$ cat config.mk
export PLATFORM = sky130hd
export DESIGN_NAME = fifo_dma_req
export DESIGN_NICKNAME = d
export VERILOG_FILES = /design/src/rtl/fifo_dma_pkg.sv /design/src/rtl/fifo_dma_dp.sv /design/src/rtl/fifo_dma_ctl.sv /design/src/rtl/fifo_dma_req.sv
export SDC_FILE = /design/constraint.sdc
export NUM_CORES = 1
export LEC_CHECK = 0
export ABC_AREA = 1
export BUFFER_PORTS_ARGS = -buffer_cell sky130_fd_sc_hd__buf_2
export CAP_MARGIN = 20
export CORE_AREA = 10 10 47 49
export CTS_CLUSTER_SIZE = 12
export DETAILED_ROUTE_END_ITERATION = 8
export DIE_AREA = 0 0 57 59
export SETUP_SLACK_MARGIN = 0.3
export SLEW_MARGIN = 20
export SYNTH_ARGS = -nofsm -noshare
export SYNTH_HDL_FRONTEND = slang
export SYNTH_HIERARCHICAL = 1
export SYNTH_SLANG_ARGS = --single-unit
$ cat constraint.sdc
create_clock -name clk -period 2.3 [get_ports clk]
set_clock_uncertainty 0.15 [all_clocks]
set_input_delay 0.345 -clock clk [delete_from_list [all_inputs] [get_ports clk]]
set_output_delay 0.345 -clock clk [all_outputs]
set_load 0.02 [all_outputs]
$ cat src/rtl/fifo_dma_pkg.sv
package fifo_dma_pkg;

  // Strobes from the control path to the counting datapath.
  typedef struct packed {
    logic burstInc;   // one more acknowledged byte in the current run
    logic burstClr;   // request falls: restart the run count
    logic restLoad;   // run capped: open the rest window
  } dmaStrobes_t;

endpackage

$ cat src/rtl/fifo_dma_dp.sv
module fifo_dma_dp
  import fifo_dma_pkg::*;
#(
  parameter int DEPTH    = 16,
  parameter int MAXBURST = 32,
  parameter int REST     = 2,
  localparam int LVLW    = $clog2(DEPTH + 1)
) (
  input  logic            clk,
  input  logic            rstN,
  input  dmaStrobes_t     strobes,
  input  logic            dirRead,
  input  logic [LVLW-1:0] fifoLevel,
  input  logic            ackNow,
  output logic            burstLast,
  output logic            resting,
  output logic            fifoStop
);

  localparam int BCW = $clog2(MAXBURST + 1);

  // Run length counter: acknowledged bytes in the current request period.
  logic [BCW-1:0] burstCnt;

  always_ff @(posedge clk) begin
    if (!rstN)                 burstCnt <= '0;
    else if (strobes.burstClr) burstCnt <= '0;
    else if (strobes.burstInc) burstCnt <= burstCnt + 1'b1;
  end

  assign burstLast = (burstCnt == BCW'(MAXBURST - 1));

  // Rest window after a capped run. The cycle in which the request register
  // falls already counts as one rest cycle, so only REST-1 more need a counter.
  generate
    if (REST > 1) begin : g_restCnt
      localparam int RCW = $clog2(REST);
      logic [RCW-1:0] restCnt;
      always_ff @(posedge clk) begin
        if (!rstN)                 restCnt <= '0;
        else if (strobes.restLoad) restCnt <= RCW'(REST - 1);
        else if (restCnt != '0)    restCnt <= restCnt - 1'b1;
      end
      assign resting = (restCnt != '0);
    end else begin : g_noRest
      assign resting = 1'b0;
    end
  endgenerate

  // FIFO boundary, including the byte that moves in this cycle.
  always_comb begin
    if (dirRead)
      fifoStop = (fifoLevel == '0) || (ackNow && fifoLevel == LVLW'(1));
    else
      fifoStop = (fifoLevel == LVLW'(DEPTH)) ||
                 (ackNow && fifoLevel == LVLW'(DEPTH - 1));
  end

endmodule

$ cat src/rtl/fifo_dma_ctl.sv
module fifo_dma_ctl
  import fifo_dma_pkg::*;
(
  input  logic        clk,
  input  logic        rstN,
  input  logic        dmaEnable,
  input  logic        svcMask,
  input  logic        dmaAck,
  input  logic        tcIn,
  input  logic        burstLast,
  input  logic        resting,
  input  logic        fifoStop,
  output logic        ackNow,
  output dmaStrobes_t strobes,
  output logic        dmaReq,
  output logic        setMask
);

  logic tcHit;
  logic capHit;
  logic reqNext;

  assign ackNow = dmaReq && dmaAck;
  assign tcHit  = ackNow && tcIn;
  assign capHit = ackNow && burstLast;

  // The pending mask strobe blocks the request until the mask bit itself is set.
  assign reqNext = dmaEnable && !svcMask && !setMask && !resting &&
                   !fifoStop && !capHit && !tcHit;

  always_comb begin
    strobes.burstInc = reqNext && ackNow;
    strobes.burstClr = !reqNext;
    strobes.restLoad = capHit;
  end

  always_ff @(posedge clk) begin
    if (!rstN) begin
      dmaReq  <= 1'b0;
      setMask <= 1'b0;
    end else begin
      dmaReq  <= reqNext;
      setMask <= tcHit;
    end
  end

endmodule

$ cat src/rtl/fifo_dma_req.sv
module fifo_dma_req
  import fifo_dma_pkg::*;
#(
  parameter int DEPTH    = 16,
  parameter int MAXBURST = 32,
  parameter int REST     = 2,
  localparam int LVLW    = $clog2(DEPTH + 1)
) (
  input  logic            clk,
  input  logic            rstN,
  input  logic            dmaEnable,
  input  logic            svcMask,
  input  logic            dirRead,
  input  logic [LVLW-1:0] fifoLevel,
  input  logic            dmaAck,
  input  logic            tcIn,
  output logic            dmaReq,
  output logic            setMask
);

  dmaStrobes_t strobes;
  logic        ackNow;
  logic        burstLast;
  logic        resting;
  logic        fifoStop;

  fifo_dma_ctl u_ctl (
    .clk       (clk),
    .rstN      (rstN),
    .dmaEnable (dmaEnable),
    .svcMask   (svcMask),
    .dmaAck    (dmaAck),
    .tcIn      (tcIn),
    .burstLast (burstLast),
    .resting   (resting),
    .fifoStop  (fifoStop),
    .ackNow    (ackNow),
    .strobes   (strobes),
    .dmaReq    (dmaReq),
    .setMask   (setMask)
  );

  fifo_dma_dp #(
    .DEPTH    (DEPTH),
    .MAXBURST (MAXBURST),
    .REST     (REST)
  ) u_dp (
    .clk       (clk),
    .rstN      (rstN),
    .strobes   (strobes),
    .dirRead   (dirRead),
    .fifoLevel (fifoLevel),
    .ackNow    (ackNow),
    .burstLast (burstLast),
    .resting   (resting),
    .fifoStop  (fifoStop)
  );

endmodule

# Word-level counts from Yosys, hierarchy flattened
# Index checks and enable logic that the tools add are counted.
[word_totals]
elab_cells = 35
ff_bits = 9
input_bits = 12
out_inout_bits = 2
[classes]
n_reduce_logical = 22
n_mux = 3
eq_ne = 4
add_sub_neg = 2
[op_table]
columns = ["operator", "count"]
rows = [
  ["1-bit logical AND", 12],
  ["6-bit by 1-bit adder with 6-bit output, second input constant", 1],
  ["6-bit by 5-bit == test with 1-bit output, second input constant", 1],
  ["1-bit logical NOT", 6],
  ["5-bit by 1-bit == test with 1-bit output, second input constant", 1],
  ["5-bit by 4-bit == test with 1-bit output, second input constant", 1],
  ["5-bit == test, second input constant", 1],
  ["5-bit logical NOT", 1],
  ["1-bit two-way mux", 3],
  ["1-bit logical OR", 2],
  ["2-bit AND reduction", 1],
  ["1-bit subtractor, second input constant", 1],
]

# Logic depth before layout (Yosys ltp)
# Gate-level depths: netlist of run 1.
[depth]
depth_word = 9
ltp_mapped = 16
ltp_nobuf = 16

# Hierarchy
# The synthesis of run 1 kept the hierarchy.
[modules_own_cells]
columns = ["module", "cells_per_inst", "seq_area_each_um2", "area_each_um2", "instances"]
rows = [
  ["fifo_dma_dp", 52, 140.1, 351.6, 1],
  ["fifo_dma_ctl", 20, 40.0, 123.9, 1],
]

# Worst setup path after synthesis of run 1
# No wires, ideal clock.
[synth_timing]
kind = "flip-flop to flip-flop"
startpoint = "reg u_ctl.dmaReq"
endpoint = "reg u_dp.burstCnt[5]"
t_arrival_ps = 1638
required_time_ps = 2035
path_stages_with_launch = 17
path_buffers = 0
slack_ps = 397
period_less_slack_ps = 1903
setup_time_ps = 115
cell_sequence = "dfxtp_1 -> nand2_2 -> inv_1 -> o21bai_1 -> nand2_1 -> nand2_1 -> nor2_1 -> inv_1 -> nand2_1 -> nor2_2 -> nand2_2 -> nor2_1 -> nand2_1 -> nor2_4 -> nand3_1 -> nand2_1 -> nor2_1"
[synth_rtl]
columns = ["element", "line_no", "source"]
rows = [
  ["start, declared", "fifo_dma_ctl.sv:15", "output logic dmaReq,"],
  ["start signal, assigned", "fifo_dma_ctl.sv:42", "dmaReq <= reqNext;"],
  ["end signal, assigned", "fifo_dma_dp.sv:28", "else if (strobes.burstInc) burstCnt <= burstCnt + 1'b1;"],
  ["end, declared", "fifo_dma_dp.sv:23", "logic [BCW-1:0] burstCnt;"],
]

==> flow_summary.yaml, run 1 <==
routing:
  wl_per_cell_um: 9.16
  viasPerCell: 4.50
  vias: 472
  postRouteAntennaNets: 0
  first_pass_iters: 4
  drt_iter0_drc: 10
  drc: 0
  routed_wl_um: 962
synth:
  seq_area_frac_synth: 0.379
  ys_types: 18
  netlist.top_cell.by_area: "dfxtp_1"
  yosys_register_bits: 9
  ys_warn_count: 6
  synth_area_per_cell_um2: 6.60
  synthesis.nets: 85
  synth_cells: 72
  synth_area_um2: 475
  synth_top_cell_area_share: 0.379
  synth.area.top_cells: "dfxtp_1 38%, nand2_1 13%, nor2_1 10%"
clocking:
  insertion_delay_ps: 250
  cts_resized: 0
  cts_tree: "built"
  clk_pin_slew_ps: 60
  clockRootBuffer: "clkbuf_4"
  cts_setup_buffers: 0
  ctsHoldBuffers: 0
  numCtsBuffers: 3
  cts_sinks: 9
  htreeDepth: 1
  clk_path_buf_depth: 2
worst_setup_path:
  r2r_slack_ps: 500
  crit_top_cell: "nand2_1"
  crit_path_start_kind: "flip-flop"
  critical_path.cell_chain: "nand2_2 > inv_1 > o21bai_1 > nand2_1 > nand2_1 > nor2_1 > inv_1 > nand2_1 > nor2_2 > nand2_2 > nor2_2 > nand2_1 > nor2_4 > nand3_1 > nand2_1 > nor2_1"
  cp_max_fo: 4
  max_stage_delay_ps: 310
  crit_path_top_delay_cell: "dfxtp_1"
  worst-setup-path-type: "reg2reg"
  cp.arrival_ps: 1800
  worst_setup_path_end_kind: "flip-flop"
  required_ps: 2300
placed_design:
  dpl_worst_slack_ps: 292
  gp_congestion: 0.714
  hpwl_um: 821
  io_buffers: 13
status:
  status: "finished clean"
die:
  die_h_um: 59
  initial_core_util: 0.339
  die_area_um2: 3360
  rows: 14
  core_area_um2: 1400
  dieWidth_um: 57
  ioPinCount: 14
grt:
  grt_pass1_vias: 407
  grt_util_all_layers: 0.0638
  antenna_found_initial: 0
  grt_pass1_wl_mm: 1.61
  grt_max_degree: 7
  grt_overflow: 0
sta:
  fmax_mhz: 555
  rsz0062_at_grt: "yes"
  min_period_ps: 1800
  setup_tns_ps: 0
  period_share: 0.784
  whs_ps: 156
  setup_slack_ps: 497
  final_hold_viol_count: 0
  slew-limit-headroom: 0.788
  setup_viol: 0
  drv_slew: 0
  tightest_slew_ps: 316
cells_and_area:
  syn2layout_area_growth_pct: 25.8
  drive_above_1_share: 0.303
  fin_nets: 103
  antenna_cells: 0
  n_fill_cell: 162
  multi_input_area_um2: 254
  regArea_um2: 180
power_and_ir_drop:
  power_density_nw_per_um2: 509
  p_leak_nw: 0.273
  power_mw: 0.304
  vdd_ir_drop_max_v: 0.000207
flow_run:
  cap_violations: 0
hold_path:
  hold_class: "in2reg"
cells in the final DEF, fill, tap and decap left out:
cell      instances
or2_2             1
nand4_1           1
nor4_2            1
nor2_1           11
nor3_1            1
o21bai_1          1
nand3_1           1
ha_1              1
a21oi_1           5
nand2_2           2
nand2_1          16
nor2_4            1
o21ai_0           3
buf_4             1
o21ai_2           1
inv_1            12
buf_2            13
nor2_2            4
dfxtp_1           9
clkbuf_1          1
clkbuf_4          3
worst paths after layout:
kind,endpoint,start,cells past startpoint
setup / recovery,u_dp/burstCnt[5],u_ctl/dmaReq,16
hold / removal,u_dp/resting,rstN,3
setup reg to reg,u_dp/burstCnt[5],u_ctl/dmaReq,16
hold reg to reg,u_dp/burstCnt[4],u_dp/burstCnt[4],2
layout make-up:
| class | count | share of cell area |
|---|---|---|
| Inverter | 12 | 0.0753 |
| Clock buffer | 4 | 0.0439 |
| Sequential cell | 9 | 0.301 |
| Timing Repair Buffer | 14 | 0.121 |
| Multi-Input combinational cell | 50 | 0.425 |
| Tap cell | 16 | 0.0335 |
cells by family after synthesis:
logic type	share of synthesized area
and+or+nand+nor	0.366
adders and majority gates	0.0263
DFF	0.379
AOI/OAI and AO/OA	0.118
buffers and inverters	0.111
sequential cells by signal, summed over array words and instances, names as in the netlist:
register and count:
u_dp/burstCnt 6, u_dp/resting 1, u_ctl/dmaReq 1, u_ctl/setMask 1
where the power goes:
part	total [mW]	leakage (nW)	switching (mW)	internal, mW
Sequential	0.157	0.0726	0.000542	0.157
Combinational	0.0304	0.185	0.0162	0.0142
Clock	0.116	0.0150	0.0498	0.0665
per-layer routing:
metal  vias up  GRT usage  share of wire
li1        259          -              -
met1       200     0.0517           0.41
met2        11      0.105           0.48
met3         2     0.0515          0.088
met4         0     0.0403          0.018
met5         -          0              0
synthesized netlist by cell type:
cell / n
nand4_1: 1
inv_1: 12
o21ai_2: 1
buf_4: 1
nand2_2: 2
nor2_1: 13
nor3_1: 1
or2_2: 1
dfxtp_1: 9
o21bai_1: 1
nand2_1: 16
nand3_1: 1
nor4_1: 1
nor2_2: 2
a21oi_1: 5
nor2_4: 1
o21ai_0: 3
ha_1: 1
per-stage QoR:
step	instance area, um^2	util	std cells
after floorplan	475	-	72
after global placement	561	0.400	101
after detailed placement	561	0.400	101
after CTS	587	0.419	105
after global routing	598	0.427	105
final	598	0.427	105
worst max-delay path, delay by kind of cell (launching register included):
kind	cells	cell delay, ps
and+or+nand+nor	13	980
buffers and inverters	2	110
AOI/OAI and AO/OA	1	140
DFF	1	310
Power figures use the tool's default switching activity.
==> run 2, diff against run 1 <==
--- a/config.mk
+++ b/config.mk
@@ -5,7 +5,7 @@
 export SDC_FILE = /design/constraint.sdc
 export NUM_CORES = 1
 export LEC_CHECK = 0
-export ABC_AREA = 1
+export ABC_AREA = 0
 export BUFFER_PORTS_ARGS = -buffer_cell sky130_fd_sc_hd__buf_2
 export CAP_MARGIN = 20
 export CORE_AREA = 10 10 47 49
==> constraint.sdc (replaced) <==
create_clock -name clk -period 1.8 [get_ports clk]
set_clock_uncertainty 0.15 [all_clocks]
set_input_delay 0.27 -clock clk [delete_from_list [all_inputs] [get_ports clk]]
set_output_delay 0.27 -clock clk [all_outputs]
set_load 0.02 [all_outputs]
==> run 2 against run 1 <==
  * The run now ends with negative setup slack left
  * Core utilization increased by 6.4 points
  * Synthesized area decreased by 4.7%
  * Wire length increased by 14%
  * Design area increased by 15%
  * Critical path depth decreased by 8
  * Maximum frequency decreased by 5.8%
  * Via count decreased by 1.3%
  * Synthesized cell count decreased by 29%
  * First-iteration DRC count decreased by 50%
  * Hold slack got worse by 49 ps
  * Non-clock buffer count increased by 12
  * Largest cell class unchanged
==> flow_summary.yaml, run 2 <==
cells_and_area:
  layout_common_cells: "13 x buf_2, 12 x buf_4, 8 x dfxtp_1"
  antenna_cells: 0
  finalNonFillerCells: 96
  fin_nets: 94
  final_util: 0.491
  postLayoutCellArea_um2: 688
  final_common_cell: "buf_2"
  top_register: "u_dp/burstCnt"
  syn2layout_area_growth_pct: 51.9
  largest_register_ffs: 6
  regArea_um2: 184
  n_fill_cell: 141
  drive_above_1_share: 0.463
  multi_input_area_um2: 284
hold_path:
  min_to: "u_dp/resting"
  worstHoldStart: "rstN"
  hold_depth: 2
  hold_class: "in2reg"
sta:
  setup_slack_ps: -113
  tightest_slew_ps: 223
  fmax_mhz: 523
  whs_ps: 108
  rsz0062_at_grt: "yes"
  final_hold_viol_count: 0
  period_share: 1.06
  setup_viol: 4
  min_period_ps: 1910
  setup_tns_ps: -302
  drv_slew: 0
  slew-limit-headroom: 0.850
grt:
  grt_overflow: 0
  grt_pass1_wl_mm: 1.95
  grt_util_all_layers: 0.0713
  grt_pass1_vias: 477
  antenna_found_initial: 0
  grt_max_degree: 7
power_and_ir_drop:
  power_mw: 0.396
  power_density_nw_per_um2: 576
  p_leak_nw: 0.315
  vdd_ir_drop_max_v: 0.000344
routing:
  first_pass_iters: 4
  drt_iter0_drc: 5
  viasPerCell: 4.85
  drc: 0
  wl_per_cell_um: 11.4
  postRouteAntennaNets: 0
  routed_wl_mm: 1.09
  vias: 466
worst_setup_path:
  worst-setup-path-type: "reg2reg"
  cp_max_fo: 3
  worst_setup_path_end_kind: "flip-flop"
  required_ps: 1840
  crit_top_cell: "a21oi_2"
  regToRegStartpoint: "u_ctl/dmaReq"
  critical_path.cell_chain: "and2_4 > a21oi_2 > a21oi_2 > nor4b_4 > and4_4 > nand4_4 > or3_1 > a21oi_1"
  max_stage_delay_ps: 340
  crit_path_start_kind: "flip-flop"
  cp.arrival_ps: 1950
  r2r-end: "u_dp/burstCnt[5]"
  r2r_slack_ps: -110
  reg2regPathDepth: 8
  crit_path_top_delay_cell: "dfxtp_4"
placed_design:
  dpl_worst_slack_ps: -243
  dp.cells: 88
  io_buffers: 13
  placed_area_um2: 623
  gp_congestion: 0.748
  hpwl_um: 846
synth:
  synthArstFlopShare: 0
  ys_types: 22
  netlist.top_cell.by_area: "dfxtp_1"
  synth.area.top_cells: "dfxtp_1 40%, xor2_1 5.8%, nor4b_4 5.2%"
  synth_area_um2: 453
  synth_area_per_cell_um2: 8.88
  ys_warn_count: 6
  yosys_register_bits: 9
  synth.most_common_cell: "dfxtp_1"
  synthesis.nets: 64
  ys_top_cells_by_count: "9 x dfxtp_1, 6 x nor2_1, 4 x a21oi_1, 4 x nand2_1, 3 x xor2_1"
  synth_cells: 51
  seq_area_frac_synth: 0.398
  synth_edf_count: 0
  synth_top_cell_area_share: 0.398
  synth-main-ff-cell: "dfxtp_1"
clocking:
  numCtsBuffers: 3
  clk_path_buf_depth: 2
  insertion_delay_ps: 260
  htreeDepth: 1
  clockRootBuffer: "clkbuf_4"
  cts_sinks: 9
  cts_tree: "built"
  clk_pin_slew_ps: 60
flow_run:
  cap_violations: 0
die:
  core_area_um2: 1400
  initial_core_util: 0.323
  die_h_um: 59
  rows: 14
  die_area_um2: 3360
  ioPinCount: 14
  dieWidth_um: 57
status:
  status: "finished, violations left"
  failed_checks: "negative setup slack"
run 2: per-layer routing:
layer | wire length, um | up-vias | share of wire | GRT usage
met2 | 495 | 19 | 0.45 | 0.110
met1 | 450 | 208 | 0.41 | 0.0738
li1 | - | 239 | - | -
met3 | 147 | 0 | 0.13 | 0.0622
met4 | 0 | 0 | 0 | 0.0101
met5 | 0 | - | 0 | 0
run 2: repair_timing:
item / in CTS / in global routing
pin swaps: 6 / 1
endpoints found under the hold margin: 0 / 0
setup endpoints to repair: 6 / 7
resized for setup: 2 / 0
hold buffers: 0 / 0
setup buffers: 4 / 0
run 2: critical path, delay by kind of cell, from the launching register on:
family	cells	cell delay, ps
AOI/OAI and AO/OA	3	290
DFF	1	340
and+or+nand+nor	5	1070
run 2: cell type report:
class,count,area share
multi-input cells,39,0.413
well taps,16,0.0291
repair buffers,26,0.242
inverters,2,0.0109
clock buffers,4,0.0382
flip-flops and latches,9,0.267
run 2: worst max path at each step:
stage / from / endpoint / slack [ps] / depth (start not counted)
floorplan: u_ctl/dmaReq / u_dp/burstCnt[5] / -150 / 8
global placement: dmaAck / u_dp/burstCnt[5] / -240 / 9
detailed placement: dmaAck / u_dp/burstCnt[5] / -240 / 9
CTS: u_ctl/dmaReq / u_dp/burstCnt[5] / -130 / 8
global route: u_ctl/dmaReq / u_dp/burstCnt[5] / -230 / 8
finish: u_ctl/dmaReq / u_dp/burstCnt[5] / -110 / 8
run 2: report_power, final:
part           leakage (nW)  internal, mW  switching [mW]
Sequential           0.0733         0.200        0.000740
Clock                0.0150        0.0853          0.0685
Combinational         0.227        0.0229          0.0191
run 2: cells by family after synthesis:
group | after synthesis | share of synthesized area
simple gates | 26 | 0.359
flops | 9 | 0.398
fa+ha+maj | 1 | 0.0276
buf+inv | 3 | 0.0332
mux | 1 | 0.0221
xor+xnor | 4 | 0.0774
compound gates | 7 | 0.0829
